$ cat src/rtl/lpm_pkg.sv
package lpm_pkg;

  typedef enum logic [2:0] {
    MODE_RUN    = 3'd0,
    MODE_WAIT   = 3'd1,
    MODE_STOP   = 3'd2,
    MODE_HALT   = 3'd3,
    MODE_SETTLE = 3'd4
  } mode_t;

  // {cpu clock, timer clock, oscillator} for each mode
  function automatic logic [2:0] clk_set(mode_t m);
    case (m)
      MODE_RUN:    return 3'b111;
      MODE_WAIT:   return 3'b011;
      MODE_STOP:   return 3'b000;
      MODE_HALT:   return 3'b001;
      MODE_SETTLE: return 3'b001;
      default:     return 3'b111;
    endcase
  endfunction

endpackage

$ cat src/rtl/lpm_wake_decode.sv
module lpm_wake_decode (
  input  logic tmr_irq,
  input  logic ext_irq,
  input  logic port_irq,
  input  logic opt_port_wake,
  output logic wake_from_wait,
  output logic wake_from_stop
);
  logic port_ok;

  assign port_ok        = port_irq & opt_port_wake;
  // the timer clock is gated in stop/halt, so only wait listens to it
  assign wake_from_wait = tmr_irq | ext_irq | port_ok;
  assign wake_from_stop = ext_irq | port_ok;
endmodule

$ cat src/rtl/lpm_settle_timer.sv
module lpm_settle_timer #(
  parameter int SETTLE_CYCLES = 4064
) (
  input  logic clk,
  input  logic rst,
  input  logic load,
  input  logic active,
  output logic done
);
  localparam int CW = (SETTLE_CYCLES > 1) ? $clog2(SETTLE_CYCLES) : 1;
  localparam logic [CW-1:0] RELOAD = CW'(SETTLE_CYCLES - 1);

  logic [CW-1:0] cnt;

  always_ff @(posedge clk) begin
    if (rst)
      cnt <= '0;
    else if (load)
      cnt <= RELOAD;
    else if (active && cnt != '0)
      cnt <= cnt - 1'b1;
  end

  assign done = active && (cnt == '0);
endmodule

$ cat src/rtl/lpm_watchdog.sv
module lpm_watchdog #(
  parameter int WDOG_LIMIT = 16384
) (
  input  logic clk,
  input  logic rst,
  input  logic enable,
  input  logic hold,
  input  logic kick,
  output logic fire
);
  localparam int WW = (WDOG_LIMIT > 1) ? $clog2(WDOG_LIMIT) : 1;
  localparam logic [WW-1:0] LAST = WW'(WDOG_LIMIT - 1);

  logic [WW-1:0] cnt;

  assign fire = enable && !hold && !kick && (cnt == LAST);

  always_ff @(posedge clk) begin
    if (rst || !enable || hold || kick || fire)
      cnt <= '0;
    else
      cnt <= cnt + 1'b1;
  end
endmodule

$ cat src/rtl/lpm_ctrl.sv
module lpm_ctrl
  import lpm_pkg::*;
#(
  parameter int SETTLE_CYCLES = 4064,
  parameter int WDOG_LIMIT    = 16384
) (
  input  logic       clk,
  input  logic       rst,
  input  logic       wait_stb,
  input  logic       stop_stb,
  input  logic       tmr_irq,
  input  logic       ext_irq,
  input  logic       port_irq,
  input  logic       opt_halt,
  input  logic       opt_wdog_en,
  input  logic       opt_port_wake,
  input  logic       wdog_kick,
  output logic       cpu_clk_en,
  output logic       tmr_clk_en,
  output logic       osc_run,
  output logic       imask_clr,
  output logic       wdog_rst,
  output logic [2:0] mode
);
  mode_t      mode_q, mode_d;
  logic       wake_w, wake_s;
  logic       wd_fire, settle_done, enter_settle;
  logic [2:0] clk_q;
  logic       imask_q, wdrst_q;

  lpm_wake_decode u_wake (
    .tmr_irq        (tmr_irq),
    .ext_irq        (ext_irq),
    .port_irq       (port_irq),
    .opt_port_wake  (opt_port_wake),
    .wake_from_wait (wake_w),
    .wake_from_stop (wake_s)
  );

  lpm_watchdog #(.WDOG_LIMIT(WDOG_LIMIT)) u_wdog (
    .clk    (clk),
    .rst    (rst),
    .enable (opt_wdog_en),
    .hold   (mode_q == MODE_STOP),
    .kick   (wdog_kick),
    .fire   (wd_fire)
  );

  lpm_settle_timer #(.SETTLE_CYCLES(SETTLE_CYCLES)) u_settle (
    .clk    (clk),
    .rst    (rst),
    .load   (enter_settle),
    .active (mode_q == MODE_SETTLE),
    .done   (settle_done)
  );

  always_comb begin
    mode_d       = mode_q;
    enter_settle = 1'b0;
    if (wd_fire) begin
      mode_d       = MODE_SETTLE;
      enter_settle = 1'b1;
    end else begin
      case (mode_q)
        MODE_RUN: begin
          if (wait_stb)
            mode_d = MODE_WAIT;
          else if (stop_stb)
            mode_d = opt_halt ? MODE_HALT : MODE_STOP;
        end
        MODE_WAIT: begin
          if (wake_w)
            mode_d = MODE_RUN;
        end
        MODE_STOP, MODE_HALT: begin
          if (wake_s) begin
            mode_d       = MODE_SETTLE;
            enter_settle = 1'b1;
          end
        end
        MODE_SETTLE: begin
          if (settle_done)
            mode_d = MODE_RUN;
        end
        default: mode_d = MODE_RUN;
      endcase
    end
  end

  always_ff @(posedge clk) begin
    if (rst) begin
      mode_q  <= MODE_RUN;
      clk_q   <= 3'b111;
      imask_q <= 1'b0;
      wdrst_q <= 1'b0;
    end else begin
      mode_q  <= mode_d;
      clk_q   <= clk_set(mode_d);
      imask_q <= (mode_d == MODE_WAIT) && (mode_q != MODE_WAIT);
      wdrst_q <= wd_fire;
    end
  end

  assign cpu_clk_en = clk_q[2];
  assign tmr_clk_en = clk_q[1];
  assign osc_run    = clk_q[0];
  assign imask_clr  = imask_q;
  assign wdog_rst   = wdrst_q;
  assign mode       = mode_q;
endmodule

$ cat config.mk
export PLATFORM = sky130hd
export DESIGN_NAME = lpm_ctrl
export DESIGN_NICKNAME = d
export VERILOG_FILES = /design/src/rtl/lpm_pkg.sv /design/src/rtl/lpm_wake_decode.sv /design/src/rtl/lpm_settle_timer.sv /design/src/rtl/lpm_watchdog.sv /design/src/rtl/lpm_ctrl.sv
export SDC_FILE = /design/constraint.sdc
export NUM_CORES = 1
export LEC_CHECK = 0
export CAP_MARGIN = 20
export CORE_AREA = 3 3 64 54
export DETAILED_ROUTE_END_ITERATION = 8
export DIE_AREA = 0 0 67 57
export PLACE_DENSITY = 0.84
export SLEW_MARGIN = 5
export SYNTH_ARGS = -nofsm -noshare
export SYNTH_HDL_FRONTEND = slang
export SYNTH_SLANG_ARGS = --single-unit
$ cat constraint.sdc
create_clock -name clk -period 2.6 [get_ports clk]
set_input_delay 0.26 -clock clk [delete_from_list [all_inputs] [get_ports clk]]
set_output_delay 0.26 -clock clk [all_outputs]
set_load 0.005 [all_outputs]
==> impl_results.md, run 1 <==
* Max Clock Freq at 472 MHz
* GRT Total Usage at 21.3%
* Clk_lat worst skew at 0.29 ns
* Die width at 67 microns
* Asr flop ratio synth at 0%
* Leakage at 0.655 nW
* Vias at 1,502
* Rows at 17
* Core Area at 2810 sq um
* Grt peak-use layer: met2
* Initial antenna violation count at 0
* Via density per instance at 6.06
* Worst Setup Start Kind: flop
* Critical path data required time at 2.78 ns
* Reg2Reg Depth at 6
* Total negative slack at 0 ns
* Hold-fix buffers, CTS at 0
* Unrepaired setup endpoints after global routing: no
* Tcrit/Tclk final at 81.5%
* Synth-to-layout area growth at 17.7%
* Worst Tran Pin Value at 0.634 ns
* Area leader, netlist: dfxtp_1
* Drt total wl at 3680 microns
* Worst-path maximum fanout at 14
* Syn_nets at 202
* NumNets Final at 222
* TritonCTS clock tree: yes
* Run status: finished clean
* Met3 usage at 8.07%
* Synth area leaders: dfxtp_1 41%, nor2_1 5.2%, xnor2_1 4.2%, a31oi_1 3.8%, nand2_1 3.2%
* PortBufs at 18
* DRC at 0
* Number of synthesized register bits at 34
* Clock Sinks at 34
* Pwr Density at 595 nW/um^2
* GP Congestion at 0.865
* Largest net degree at the start of global routing at 18
* GRT overflow at 0
* Post-DRT Antenna Nets at 0
* Pre-antenna DRT Iters at 4
* Final clock skew at 0.00990 ns
* CTS max path bufs at 2
* WL/cell at 14.8 microns
* H-tree lvl count at 2
* Clock transition at path regs at 0.07 ns
* RR Endpoint: imask_clr$_SDFF_PP0_
* Die area at 3820 sq um
* Main synth FF type: dfxtp_1
* HP Start: u_wdog.cnt[0]$_SDFF_PP0_
* Worst setup endpoint: imask_clr$_SDFF_PP0_
* Critical path arrival at 2.29 ns
* Count of flip-flops with a built-in enable after synthesis at 0
* CTS resizes at 0
* Netlist Area Pre-Place at 1650 sq um
* Sequential share of the synthesized area at 41.2%
* CP endpoint kind: flop
* Final Hold Viols at 0
* Global-route wire length before repair at 6110 microns
* Synth warnings at 0
* HPWL after DPL at 2600 microns
* CP Launch Point: u_wdog.cnt[0]$_SDFF_PP0_
* Worst reg2reg path startpoint: u_wdog.cnt[0]$_SDFF_PP0_
* Syn Inst Count at 189
* Non-filler cells, final at 248
* Placed cell count at 239
* Layout cell share with drive strength beyond 1 at 7.62%
* Met2 Usage GRT at 33.6%
* # setup viols final at 0
* Max Slew Vio Count at 0
* Reg-to-reg setup timing slack at 0.48 ns
* Setup CP Type: flop to flop
* DR iter-0 viols at 182
* MaxCap Viol Count at 0
* Met1 Use GR at 25.6%
* Worst slew margin at 57.4%
* Worst hold path type: flop to flop
* Post-synth top area share at 41.2%
* Fin crit period at 2.12 ns
* Post-CTS setup buffers at 0
* Clk root buf: clkbuf_8
* Post-Syn Area per Cell at 8.73 sq um
* Fill cells at 205
* Final hold slack at 0.463 ns
* Yosys cell types at 41
* Ports at 19
* Initial Utilization at 58.8%
* Ant. Diodes at 0
* Die Height at 57 microns
* Worst vdd ir at 0.361 mV
* Vias in the first global route at 1,382
* CTS Buf Count at 5
* Power, Total at 1.16 mW
layout make-up:
type,instances,area [sq um],share of cell area [%]
multi-input cells,140,898,46.2
inverters,8,30.0,1.55
clock inverters,1,5.00,0.258
repair buffers,20,195,10.0
flip-flops and latches,34,681,35.0
well taps,38,47.5,2.45
clock buffers,7,86.3,4.44
through the flow:
| step | cell area (sq um) | utilization, % | worst slack, ns |
|---|---|---|---|
| after floorplan | 1650 | - | 0.807 |
| after global placement | 1840 | 65.7 | 0.393 |
| after detailed placement | 1840 | 65.7 | 0.265 |
| after CTS | 1940 | 68.9 | 0.313 |
| after global routing | 1940 | 69.2 | 0.327 |
| final | 1940 | 69.2 | 0.482 |
worst min-delay path by stage:
stage	to	slack (ns)	cells past startpoint
after floorplan	u_settle.cnt[1]$_SDFFE_PP0P_	0.33	1
after global placement	u_wdog.cnt[0]$_SDFF_PP0_	0.44	1
after detailed placement	u_wdog.cnt[0]$_SDFF_PP0_	0.46	1
after CTS	u_wdog.cnt[0]$_SDFF_PP0_	0.47	1
after global routing	u_wdog.cnt[0]$_SDFF_PP0_	0.50	1
final	u_wdog.cnt[0]$_SDFF_PP0_	0.46	1
state kept, by name, summed over array words and instances, names as in the netlist:
signal	flops
u_wdog.cnt	14
wdog_rst	1
clk_q	3
u_settle.cnt	12
imask_clr	1
mode	3
worst max-delay path, cell delays in order, from the launching register on:
cell and delay, ns:
dfxtp_1 0.37, ha_1 0.22, nand4_1 0.24, nor4_1 0.65
a21oi_1 0.18, buf_4 0.22, nor4b_4 0.14
placed cells by master (no fill, tap or decap), types with 6 or more instances in the layout:
| cell | synthesis | layout |
|---|---|---|
| dfxtp_1 | 34 | 34 |
| nor2_1 | 23 | 23 |
| clkdlybuf4s50_1 | 0 | 18 |
| nand2_1 | 14 | 14 |
| a31oi_1 | 10 | 10 |
| inv_1 | 8 | 8 |
| nand3_1 | 8 | 8 |
| xnor2_1 | 8 | 8 |
| a21oi_1 | 6 | 6 |
| nor3_1 | 6 | 6 |
| or3_1 | 6 | 6 |
| o21ai_0 | 6 | 6 |
| clkbuf_8 | 0 | 6 |
report_power, final:
part | total, mW | switching (mW) | leakage, nW | internal [mW]
Sequential | 0.568 | 0.0255 | 0.276 | 0.543
Clock | 0.396 | 0.183 | 0.0482 | 0.213
Combinational | 0.192 | 0.103 | 0.331 | 0.0891
Total | 1.16 | 0.311 | 0.655 | 0.845
synthesized netlist by cell type, drive strengths merged, types with 2 or more instances:
cell    count
nand4       5
nor3b       2
or3         6
a32oi       2
nand3b      2
nand2b      4
a211o       2
a31oi      10
nor4        5
or4         6
ha          2
nand2      14
xnor2       8
clkbuf      3
o211a       2
o31ai       4
nor2b       2
nor2       23
buf         4
xor2        3
inv         8
nor3        6
a21oi       6
dfxtp      34
nand3       8
and2        2
o21ai       6
metal layers:
layer  share of wire (%)  up-vias
li1                    -      726
met3                 9.1        4
met2                  45       71
met5                   0        -
met4                0.90        0
met1                  44      701
logic make-up (layout without fill, tap and decap cells):
logic type | count (synthesis) | in the layout | share of synthesized area (%)
simple gates | 89 | 89 | 30.4
compound gates | 37 | 37 | 16.1
flops | 34 | 34 | 41.2
buf+inv | 15 | 36 | 4.32
xor+xnor | 11 | 11 | 5.84
fa+ha+maj | 2 | 2 | 1.52
mux | 1 | 1 | 0.607
No activity file was read; power rests on OpenSTA's default activity.
==> run 2: changes to the inputs <==
--- a/config.mk
+++ b/config.mk
@@ -6,10 +6,10 @@
 export NUM_CORES = 1
 export LEC_CHECK = 0
 export CAP_MARGIN = 20
-export CORE_AREA = 3 3 64 54
+export CORE_AREA = 3 3 69 58
 export DETAILED_ROUTE_END_ITERATION = 8
-export DIE_AREA = 0 0 67 57
-export PLACE_DENSITY = 0.84
+export DIE_AREA = 0 0 72 61
+export PLACE_DENSITY = 0.77
 export SLEW_MARGIN = 5
 export SYNTH_ARGS = -nofsm -noshare
 export SYNTH_HDL_FRONTEND = slang
==> constraint.sdc (replaced) <==
create_clock -name clk -period 1.7 [get_ports clk]
set_input_delay 0.17 -clock clk [delete_from_list [all_inputs] [get_ports clk]]
set_output_delay 0.17 -clock clk [all_outputs]
set_load 0.005 [all_outputs]
==> run 2 against run 1 <==
  * Count of clock-buffer cells in the layout stayed put
  * Routed wire length is 7.4% higher
  * Largest cell class unchanged
  * Total power is 75% higher
  * Register-to-register slack worse by 0.52 ns
  * Flip-flop and latch count stayed put
  * Clock skew is 0.00097 ns lower
  * The flow now finishes with violations (setup timing)
  * First-iteration DRC count is 39% lower
==> impl_results.md, run 2 (synthesis results as in run 1) <==
* Setup CP Type: flop to flop
* Ant. Diodes at 0 (unchanged)
* Global-route wire length before repair at 5910 microns (-3.4%)
* Post-DRT Antenna Nets at 0 (unchanged)
* Leakage at 0.818 nW (+25%)
* CP bufs+invs at 1 (unchanged)
* Final Hold Viols at 0 (unchanged)
* Worst Setup Start Kind: flop
* Fill cells at 278 (+36%)
* Critical path arrival at 1.94 ns (-0.35 ns)
* Clock transition at path regs at 0.07 ns (about the same)
* HPWL after DPL at 2650 microns (+2.3%)
* GRT overflow at 0 (unchanged)
* Fin util at 67.0% (-2.2 points)
* Largest Register: u_wdog.cnt
* Core Area at 3400 sq um (+21%)
* DRC at 0 (unchanged)
* Clk root buf: clkbuf_8
* CP endpoint kind: flop
* Largest net degree at the start of global routing at 15 (-3)
* CTS max path bufs at 2 (unchanged)
* Clock Sinks at 34 (unchanged)
* Initial Utilization at 48.5% (-10 points)
* Max Slew Vio Count at 0 (unchanged)
* GP Congestion at 0.818 (-5.3%)
* Synth-to-layout area growth at 38.0%
* Power, Total at 2.02 mW (+75%)
* Clk_lat worst skew at 0.28 ns (about the same)
* Worst reg2reg path startpoint: u_settle.cnt[7]$_SDFFE_PP0P_
* Failing checks: setup timing
* WL/cell at 14.1 microns (-4.9%)
* Worst slew margin at 77.0% (+20 points)
* Pwr Density at 888 nW/um^2 (+49%)
* Vias at 1,572 (+4.7%)
* Reg-to-reg setup timing slack at -0.04 ns (-0.52 ns)
* Drt total wl at 3950 microns (+7.4%)
* Critical path data required time at 1.90 ns (-0.88 ns)
* RR Endpoint: u_settle.cnt[0]$_SDFFE_PP0P_
* Die area at 4390 sq um (+15%)
* DR iter-0 viols at 111 (-39%)
* # setup viols final at 3 (+3)
* PortBufs at 18 (unchanged)
* Run status: finished with violations
* Largest register FFs at 14 (unchanged)
* Post-layout worst setup margin at -0.0406 ns (-0.523 ns)
* Cells along the critical path: or4_4, and4bb_4, buf_6, o21ai_2, a31oi_1
* Footprint of the multi-input gates at 997 sq um (+11%)
* Die Height at 61 microns (+7.0%)
* H-tree lvl count at 2 (unchanged)
* Worst Tran Pin Value at 0.343 ns (-0.291 ns)
* Leading cell types in the layout, fill and taps excluded: 28 x dfxtp_1, 26 x buf_4, 23 x nor2_1, 18 x clkdlybuf4s50_1, 13 x nand2_1
* Unrepaired setup endpoints after global routing: yes
* TritonCTS clock tree: yes
* Pre-antenna DRT Iters at 4 (unchanged)
* Worst hold path type: flop to flop
* CTS Buf Count at 5 (unchanged)
* GRT Total Usage at 17.4% (-3.9 points)
* Largest regs: u_wdog.cnt: 14 flops, u_settle.cnt: 12 flops
* Placement Cell Area at 2050 sq um (+11%)
* NumNets Final at 250 (+13%)
* Worst vdd ir at 0.708 mV (+96%)
* Tcrit/Tclk final at 102% (+21 points)
* Worst setup endpoint: u_settle.cnt[0]$_SDFFE_PP0P_
* Final clock skew at 0.00892 ns (-0.000975 ns)
* Reg2Reg Depth at 5 (-1)
* Dpl ws at -0.114 ns (-0.379 ns)
* CP delay by family, top: simple AND/OR/NAND/NOR gates
* Fin crit period at 1.74 ns (-0.377 ns)
* Initial antenna violation count at 0 (unchanged)
* Worst-path maximum fanout at 8 (-6)
* CP max stage cell: or4_4
* Layout cell share with drive strength beyond 1 at 26.5% (+19 points)
* Max Clock Freq at 575 MHz (+22%)
* Die width at 72 microns (+7.5%)
* Vias in the first global route at 1,340 (-3.0%)
* Slowest stage delay, CP at 0.57 ns (-0.08 ns)
* FF/Latch Area at 688 sq um (+1.1%)
* Final hold slack at 0.509 ns (+0.0464 ns)
* Via density per instance at 5.61 (-7.3%)
* Rows at 19 (+2)
* MaxCap Viol Count at 0 (unchanged)
* CP Launch Point: u_settle.cnt[7]$_SDFFE_PP0P_
* Critical Path Stages at 5 (-1)
* Commonest non-fill, non-tap cell in the layout: dfxtp_1
* Ports at 19 (unchanged)
* Final Cell Area at 2280 sq um (+17%)
[run 2: cell types whose count changed in the layout (fill, tap and decap cells not counted), moves of 2 or more]
| cell | previous run | this run |
|---|---|---|
| dfxtp_1 | 34 | 28 |
| buf_4 | 2 | 26 |
| o21ai_0 | 6 | 3 |
| nor4_1 | 5 | 3 |
| buf_6 | 0 | 2 |
| nand3_1 | 8 | 6 |
| inv_1 | 8 | 6 |
| inv_2 | 0 | 2 |
| o21ai_1 | 0 | 2 |
| ha_1 | 2 | 0 |
| dfxtp_2 | 0 | 6 |
[run 2: how the worst min path moves through the flow]
stage                                    startpoint                      endpoint  slack (ns)  cells past startpoint
after floorplan                                 rst  u_settle.cnt[1]$_SDFFE_PP0P_        0.24                      1
after global placement    u_wdog.cnt[13]$_SDFF_PP0_     u_wdog.cnt[13]$_SDFF_PP0_        0.48                      2
after detailed placement  u_wdog.cnt[13]$_SDFF_PP0_     u_wdog.cnt[13]$_SDFF_PP0_        0.49                      2
after CTS                 u_wdog.cnt[13]$_SDFF_PP0_     u_wdog.cnt[13]$_SDFF_PP0_        0.50                      2
after global routing       u_wdog.cnt[0]$_SDFF_PP0_      u_wdog.cnt[0]$_SDFF_PP0_        0.53                      2
final                     u_wdog.cnt[13]$_SDFF_PP0_     u_wdog.cnt[13]$_SDFF_PP0_        0.51                      2
[run 2: layout make-up]
cell class	count	share of cell area, %
repair buffers	47	17.7
clock inverters	1	1.32
inverters	8	1.32
well taps	42	2.31
multi-input cells	141	43.8
clock buffers	7	3.35
flip-flops and latches	34	30.2
[run 2: power by group]
part           internal [mW]  total (mW)  switching, mW
registers              0.832       0.861         0.0296
clock network          0.438       0.711          0.273
logic                  0.240       0.450          0.210
[run 2: per-stage QoR]
stage	TNS, ns	instances
6_report	-0.0894	280
3_5_place_dp	-0.224	268
3_3_place_gp	-0.155	268
2_1_floorplan	0	189
5_1_grt	-0.450	280
4_1_cts	0	278
[run 2: per-layer routing]
layer  routed length (microns)  share of wire [%]  global-route usage [%]
met3                       221                5.6                    4.97
met4                        40                1.0                    5.63
met5                         0                  0                       0
met2                      1730                 44                    27.4
met1                      1960                 50                    23.4
[run 2: tightest hold or removal path, stage by stage (launching register included)]
cell and delay (ns):
dfxtp_1 0.33, o31ai_1 0.07, a21oi_1 0.06
[run 2: what timing repair did]
item	4_1_cts	5_1_grt
pin swaps	3	11
setup endpoints to repair	5	30
gates resized for setup	4	25
cloned	1	1
hold buffers	0	0
setup buffers	2	1
